## src/rtl/dds_pkg.sv

```systemverilog
`timescale 1ns/1ps
package dds_pkg;
    // Quarter-wave magnitude for entry i of a table of the given depth.
    // Samples sit at half-step positions, so the folded wave is symmetric.
    function automatic int qwave_entry(int i, int depth, int mag_w);
        real full;
        real x;
        full = real'((1 << mag_w) - 1);
        x = full * $sin(3.141592653589793 * (2.0 * real'(i) + 1.0) / (4.0 * real'(depth)));
        return $rtoi(x + 0.5);
    endfunction
endpackage

```

## src/rtl/dds_qrom.sv

```systemverilog
`timescale 1ns/1ps
module dds_qrom #(
    parameter int ADDR_W = 10,
    parameter int SMP_W  = 8,
    parameter int NPORT  = 3
) (
    input  logic                              clk,
    input  logic                              rst,
    input  logic [NPORT-1:0][ADDR_W-1:0]      addr,
    input  logic [NPORT-1:0][ADDR_W-1:0]      rst_addr,
    output logic [NPORT-1:0][SMP_W-1:0]       smp
);
    localparam int IDX_W = ADDR_W - 2;
    localparam int DEPTH = 1 << IDX_W;
    localparam int MAG_W = SMP_W - 1;

    typedef struct packed {
        logic [MAG_W-1:0] mag;
        logic             neg;
    } rd_t;

    logic [MAG_W-1:0] tbl [DEPTH];

    initial begin
        for (int i = 0; i < DEPTH; i++) begin
            tbl[i] = MAG_W'(dds_pkg::qwave_entry(i, DEPTH, MAG_W));
        end
    end

    for (genvar p = 0; p < NPORT; p++) begin : g_port
        logic [ADDR_W-1:0] a_eff;
        logic [IDX_W-1:0]  idx;
        rd_t               rd_d;
        rd_t               rd_q;

        always_comb begin
            a_eff    = rst ? rst_addr[p] : addr[p];
            idx      = a_eff[IDX_W-1:0] ^ {IDX_W{a_eff[ADDR_W-2]}};
            rd_d.mag = tbl[idx];
            rd_d.neg = a_eff[ADDR_W-1];
        end

        always_ff @(posedge clk) begin
            rd_q <= rd_d;
        end

        assign smp[p] = rd_q.neg ? (~{1'b0, rd_q.mag} + 1'b1) : {1'b0, rd_q.mag};
    end
endmodule

```

## src/rtl/dds_phase_gen.sv

```systemverilog
`timescale 1ns/1ps
module dds_phase_gen #(
    parameter int ACC_W  = 30,
    parameter int JACC_W = 16,
    parameter int PH_W   = 16,
    parameter int ADDR_W = 10
) (
    input  logic              clk,
    input  logic              rst,
    input  logic [ACC_W-1:0]  tune_word,
    input  logic              tune_load,
    input  logic              tune_commit,
    input  logic [JACC_W-1:0] jit_step,
    output logic [PH_W-1:0]   phase,
    output logic [ADDR_W-1:0] jit_addr,
    output logic              msb
);
    typedef struct packed {
        logic [ACC_W-1:0]  shadow;
        logic [ACC_W-1:0]  active;
        logic [ACC_W-1:0]  acc;
        logic [JACC_W-1:0] jacc;
    } st_t;

    st_t st_d;
    st_t st_q;

    always_comb begin
        st_d = st_q;
        if (tune_load)   st_d.shadow = tune_word;
        if (tune_commit) st_d.active = st_q.shadow;
        st_d.acc  = st_q.acc + st_q.active;
        st_d.jacc = st_q.jacc + jit_step;
        if (rst) st_d = '0;
    end

    always_ff @(posedge clk) begin
        st_q <= st_d;
    end

    assign phase    = st_q.acc[ACC_W-1 -: PH_W];
    assign jit_addr = st_q.jacc[JACC_W-1 -: ADDR_W];
    assign msb      = st_q.acc[ACC_W-1];

    // accumulator advances by the word that was active one cycle earlier
    a_r2_acc_step: assert property (@(posedge clk) disable iff (rst)
        $past(!rst) |-> (st_q.acc == $past(st_q.acc) + $past(st_q.active)));

    // active word only moves on a commit strobe
    a_r3_hold_active: assert property (@(posedge clk) disable iff (rst)
        !tune_commit |=> $stable(st_q.active));

    // committed value is the shadow content from before the strobe edge
    a_r3_commit_shadow: assert property (@(posedge clk) disable iff (rst)
        tune_commit |=> (st_q.active == $past(st_q.shadow)));
endmodule

```

## src/rtl/dds_clk_div.sv

```systemverilog
`timescale 1ns/1ps
module dds_clk_div #(
    parameter int SEL_W = 5
) (
    input  logic             clk,
    input  logic             rst,
    input  logic             msb,
    input  logic [SEL_W-1:0] div_sel,
    output logic             clk_out
);
    localparam int CNT_W = (1 << SEL_W) - 1;

    typedef struct packed {
        logic             prev;
        logic [CNT_W-1:0] cnt;
    } st_t;

    st_t              st_d;
    st_t              st_q;
    logic [CNT_W:0]   taps;

    always_comb begin
        st_d      = st_q;
        st_d.prev = msb;
        if (msb && !st_q.prev) st_d.cnt = st_q.cnt + 1'b1;
        if (rst) st_d = '0;
    end

    always_ff @(posedge clk) begin
        st_q <= st_d;
    end

    // tap 0 is the undivided MSB, tap k is counter bit k-1
    assign taps    = {st_q.cnt, msb};
    assign clk_out = taps[div_sel];

    // the counter never jumps by more than one
    a_r10_step_one: assert property (@(posedge clk) disable iff (rst)
        $past(!rst) |-> ((st_q.cnt == $past(st_q.cnt)) || (st_q.cnt == $past(st_q.cnt) + 1'b1)));

    // every MSB rising edge is counted at the following clock
    a_r10_rise_counted: assert property (@(posedge clk) disable iff (rst)
        (msb && !st_q.prev) |=> (st_q.cnt == $past(st_q.cnt) + 1'b1));
endmodule

```

## src/rtl/dds_iq_synth.sv

```systemverilog
`timescale 1ns/1ps
module dds_iq_synth #(
    parameter int ACC_W  = 30,
    parameter int PH_W   = 16,
    parameter int ADDR_W = 10,
    parameter int SMP_W  = 8,
    parameter int JACC_W = 16,
    parameter int AMP_W  = 8,
    parameter int SEL_W  = 5
) (
    input  logic              clk,
    input  logic              rst,
    input  logic [ACC_W-1:0]  tune_word,
    input  logic              tune_load,
    input  logic              tune_commit,
    input  logic              jit_en,
    input  logic [JACC_W-1:0] jit_step,
    input  logic [AMP_W-1:0]  jit_gain,
    input  logic [PH_W-1:0]   phase_ofs,
    input  logic [SEL_W-1:0]  div_sel,
    output logic [SMP_W-1:0]  sin_out,
    output logic [SMP_W-1:0]  cos_out,
    output logic              clk_out
);
    localparam int PROD_W  = SMP_W + AMP_W + 1;
    localparam int NPORT   = 3;
    localparam logic [ADDR_W-1:0] QTURN = ADDR_W'(1 << (ADDR_W - 2));

    typedef struct packed {
        logic [PH_W-1:0] ph;
    } st_t;

    st_t                           st_d;
    st_t                           st_q;
    logic [PH_W-1:0]               acc_phase;
    logic [ADDR_W-1:0]             jit_addr;
    logic                          acc_msb;
    logic signed [PROD_W-1:0]      prod;
    logic [PH_W-1:0]               jit_ofs;
    logic [NPORT-1:0][ADDR_W-1:0]  rom_addr;
    logic [NPORT-1:0][ADDR_W-1:0]  rom_rst_addr;
    logic [NPORT-1:0][SMP_W-1:0]   rom_smp;

    dds_phase_gen #(
        .ACC_W(ACC_W), .JACC_W(JACC_W), .PH_W(PH_W), .ADDR_W(ADDR_W)
    ) u_phase (
        .clk(clk), .rst(rst),
        .tune_word(tune_word), .tune_load(tune_load), .tune_commit(tune_commit),
        .jit_step(jit_step),
        .phase(acc_phase), .jit_addr(jit_addr), .msb(acc_msb)
    );

    always_comb begin
        prod    = $signed(rom_smp[2]) * $signed({1'b0, jit_gain});
        jit_ofs = jit_en ? PH_W'(prod) : '0;
        st_d.ph = acc_phase + jit_ofs + phase_ofs;
        if (rst) st_d = '0;
    end

    always_ff @(posedge clk) begin
        st_q <= st_d;
    end

    // port 0 sine, port 1 cosine (quarter turn ahead), port 2 jitter source
    assign rom_addr[0]     = st_q.ph[PH_W-1 -: ADDR_W];
    assign rom_addr[1]     = st_q.ph[PH_W-1 -: ADDR_W] + QTURN;
    assign rom_addr[2]     = jit_addr;
    assign rom_rst_addr[0] = '0;
    assign rom_rst_addr[1] = QTURN;
    assign rom_rst_addr[2] = '0;

    dds_qrom #(
        .ADDR_W(ADDR_W), .SMP_W(SMP_W), .NPORT(NPORT)
    ) u_rom (
        .clk(clk), .rst(rst),
        .addr(rom_addr), .rst_addr(rom_rst_addr), .smp(rom_smp)
    );

    assign sin_out = rom_smp[0];
    assign cos_out = rom_smp[1];

    dds_clk_div #(
        .SEL_W(SEL_W)
    ) u_div (
        .clk(clk), .rst(rst), .msb(acc_msb), .div_sel(div_sel), .clk_out(clk_out)
    );

    // the edge after a reset edge shows the phase-zero samples and a low clock
    a_r1_reset_outputs: assert property (@(posedge clk)
        rst |=> (sin_out == '0 && clk_out == 1'b0 &&
                 cos_out == {1'b0, {(SMP_W-1){1'b1}}}));
endmodule

```

## config.mk

```make
export PLATFORM = sky130hd
export DESIGN_NAME = dds_iq_synth
export DESIGN_NICKNAME = d
export VERILOG_FILES = /design/src/rtl/dds_pkg.sv /design/src/rtl/dds_qrom.sv /design/src/rtl/dds_phase_gen.sv /design/src/rtl/dds_clk_div.sv /design/src/rtl/dds_iq_synth.sv
export SDC_FILE = /design/constraint.sdc
export NUM_CORES = 1
export LEC_CHECK = 0
export ABC_CLOCK_PERIOD_IN_PS = 6800
export CORE_ASPECT_RATIO = 1.5
export CORE_MARGIN = 2
export CORE_UTILIZATION = 37
export CTS_BUF_LIST = sky130_fd_sc_hd__clkbuf_4 sky130_fd_sc_hd__clkbuf_8 sky130_fd_sc_hd__clkbuf_16
export CTS_CLUSTER_SIZE = 10
export DETAILED_ROUTE_END_ITERATION = 10
export DONT_BUFFER_PORTS = 1
export GPL_ROUTABILITY_DRIVEN = 0
export PLACE_DENSITY_LB_ADDON = 0.25
export SLEW_MARGIN = 20
export SYNTH_ARGS = -nofsm -noshare
export SYNTH_HDL_FRONTEND = slang
export SYNTH_SLANG_ARGS = --single-unit
```

## constraint.sdc

```tcl
create_clock -name clk -period 6.8 [get_ports clk]
set_input_delay 2.04 -clock clk [delete_from_list [all_inputs] [get_ports clk]]
set_output_delay 2.04 -clock clk [all_outputs]
set_load 0.01 [all_outputs]
```

==> flow_summary.yaml <==
global_routing:
  grtUsageTotal_pct: 19.2
  grt_max_degree: 193
  grt_antenna_before_repair: 0
  grt_pass1_wl_um: 66300
  grt.overflow.total: 0
  grt_pass1_vias: 13200
synth:
  synth_warnings: 0
  synth_common_cells: "nor2_1 (240), dfxtp_1 (172), nand2_1 (158), ha_1 (123), o21ai_0 (120)"
  synth-edff-count: 0
  synth_area_per_cell_um2: 7.97
  synth_ff_type: "dfxtp_1"
  syn-num-nets: 2141
  syn_inst: 1885
  synthArstFlopShare_pct: 0
  yosysTopAreaCell: "dfxtp_1"
  synth_top_area_share_pct: 22.9
  ys_seq_area_share_pct: 22.9
  yosysMostFrequentCell: "nor2_1"
  ys_ff_latch: 172
  synthesis.area_um2: 15000
  ys_types: 70
  synth_area_leaders: "dfxtp_1 (23%), ha_1 (10%), fa_1 (7.1%), nor2_1 (6.0%), mux2i_1 (4.5%)"
critical_path:
  crit_path_start_kind: "input pin"
  path_class: "input pin to register"
  cpPeakStageDelay_ns: 0.59
  slowest_stage: "fa_1"
  crit_top_cell: "fa_1"
  cp_cell_sequence: "nand2b_4 -> fa_1 -> fa_1 -> inv_2 -> fa_1 -> inv_1 -> fa_1 -> inv_2 -> ha_4 -> a21o_1 -> a21o_1 -> a21oi_2 -> o21bai_2 -> xor2_1 -> and2_4 -> fa_1 -> ha_4 -> a21oi_4 -> a31oi_4 -> a31oi_1 -> xnor3_1 -> nor2_1"
  end_kind: "register"
  crit_arrival_ns: 7.07
  required_ns: 7.17
  crit_fanout: 8
route:
  drt_pass1_iterations: 5
  wl_um: 40600
  wire_per_inst_um: 17.3
  viasPerCell: 5.67
  wirelength_met1_um: 15800
  wl_met2_um: 20800
  vias: 13300
  wl_met3_um: 2490
  detail_route.iter0.violations: 665
  detail-route-antenna-nets: 0
  top_layer: "met4"
  remaining_drc_errors: 0
floorplan:
  chipHeight_um: 251
  floorplan.initialDensity_pct: 37.5
  dieArea_um2: 42300
  core-area_um2: 40100
  ios: 97
  row_count: 90
  fp.dieW_um: 169
sta:
  final_min_period_over_clock_period_pct: 98.6
  clock_skew_ns: 0.00995
  grt_setup_unrepaired: "yes"
  hold_viol_final: 0
  setup_violations: 0
  worst_slew_pin_slew_ns: 1.05
  maxSlewViolCount: 0
  period_minus_slack_ns: 6.70
  max_freq_ghz: 0.149
  relSlewSlack_pct: 29.9
layout:
  n_fill_cell: 4091
  multi_input_area_um2: 10900
  finalNetCount: 2085
  fin_area_um2: 16300
  area_growth_syn_to_layout_pct: 8.65
  drive_above_1_share_pct: 9.13
  regArea_um2: 3440
  antenna_cells: 0
clock_network:
  clock-sinks: 172
  clk_latency_ns: 0.45
  cts_buffers: 17
  htreeDepth: 4
  clock_path_buffers: 2
  cts_hold_buf: 0
  root_buffer: "clkbuf_16"
  cts_tree: "built"
  clk_pin_slew_ns: 0.08
placed_design:
  numPortBuffers: 0
  place_area_um2: 15700
  dp_hpwl_um: 30000
worst_hold_path:
  hp-class: "register to register"
flow_run:
  drv_cap: 0
run_status:
  status: "completed"
-- worst max-delay path, delay by kind of cell --
family                   cells  cell delay, ns
AO/OA/AOI/OAI                7            0.99
XOR/XNOR                     2            0.42
adder cells (fa/ha/maj)      7            3.07
buffers and inverters        3            0.15
AND/OR/NAND/NOR              3            0.39
-- final cells by class --
type	instances	share of cell area, %
inverter	100	2.30
clock buffer	18	2.65
timing repair buffer	51	2.37
sequential	172	21.1
tap	506	3.88
clock inverter	13	0.966
multi-input combinational	1487	66.7
-- cell families after synthesis --
kind of cell             share of synthesized area [%]
XOR/XNOR                                          7.03
flip-flops                                        22.9
adder cells (fa/ha/maj)                           17.3
buffers and inverters                             6.14
AO/OA/AOI/OAI                                     18.8
AND/OR/NAND/NOR                                   20.3
multiplexers                                      7.48
-- worst paths after layout --
kind                                                end                     from  slack [ns]  depth (start not counted)
worst max-delay path                           st_q[15]              jit_gain[0]         0.1                         22
worst min-delay path            u_rom.g_port[2].rd_q[0]      u_phase.jit_addr[9]        0.49                          1
worst max register to register                 st_q[15]  u_rom.g_port[2].rd_q[1]        0.29                         27
worst min register to register  u_rom.g_port[2].rd_q[0]      u_phase.jit_addr[9]        0.49                          1
-- metal layers --
| metal | global-route usage [%] | up-vias |
|---|---|---|
| li1 | - | 6500 |
| met1 | 21.5 | 6266 |
| met2 | 34.9 | 436 |
| met3 | 3.78 | 109 |
| met4 | 8.60 | 0 |
| met5 | 0 | - |
-- layout by cell type (no fill, tap or decap), drive strengths merged, types with 11 or more instances in the layout --
cell / netlist / routed
buf: 37 / 51
clkbuf: 89 / 18
ha: 123 / 123
xnor2: 72 / 72
dfxtp: 172 / 172
and2: 45 / 45
nor2: 240 / 240
xor2: 46 / 46
mux2: 11 / 11
inv: 100 / 107
o21ai: 120 / 120
and3: 16 / 16
a31oi: 28 / 28
nand2: 159 / 159
o211ai: 33 / 33
nand3: 39 / 39
nand2b: 13 / 13
mux2i: 68 / 68
a211oi: 20 / 20
a21o: 21 / 21
nand4: 14 / 14
mux4: 14 / 14
a21oi: 108 / 108
or2: 13 / 13
fa: 53 / 53
nor2b: 30 / 30
nor3: 52 / 52
-- registers in the layout, indices dropped and copies added (netlist names) --
signal	cells
u_phase.st_q	80
u_div.st_q	32
u_rom.g_port.rd_q	24
u_phase.phase	15
st_q	10
u_phase.jit_addr	10
u_phase.msb	1
-- repair_timing --
item	in CTS	in global routing
hold endpoints to repair	0	0
setup endpoints to repair	0	5
resized for setup	0	19
setup buffers	0	2
-- per-stage QoR --
stage                     setup TNS, ns  setup slack, ns  std cells  util, %  hold WS (ns)
final                                 0           0.0968       2347     40.7         0.489
after detailed placement          -1.64           -0.411       2314     39.1         0.477
after global routing             -0.176           -0.135       2347     40.7         0.501
after CTS                             0           0.0647       2345     40.5         0.491
after floorplan                  -0.130           -0.130       1885        -         0.455
after global placement            -1.22           -0.299       2314     39.1         0.466
Power is not shown: default switching activity piles up to over one toggle a cycle in this logic, so the estimate is an artifact.
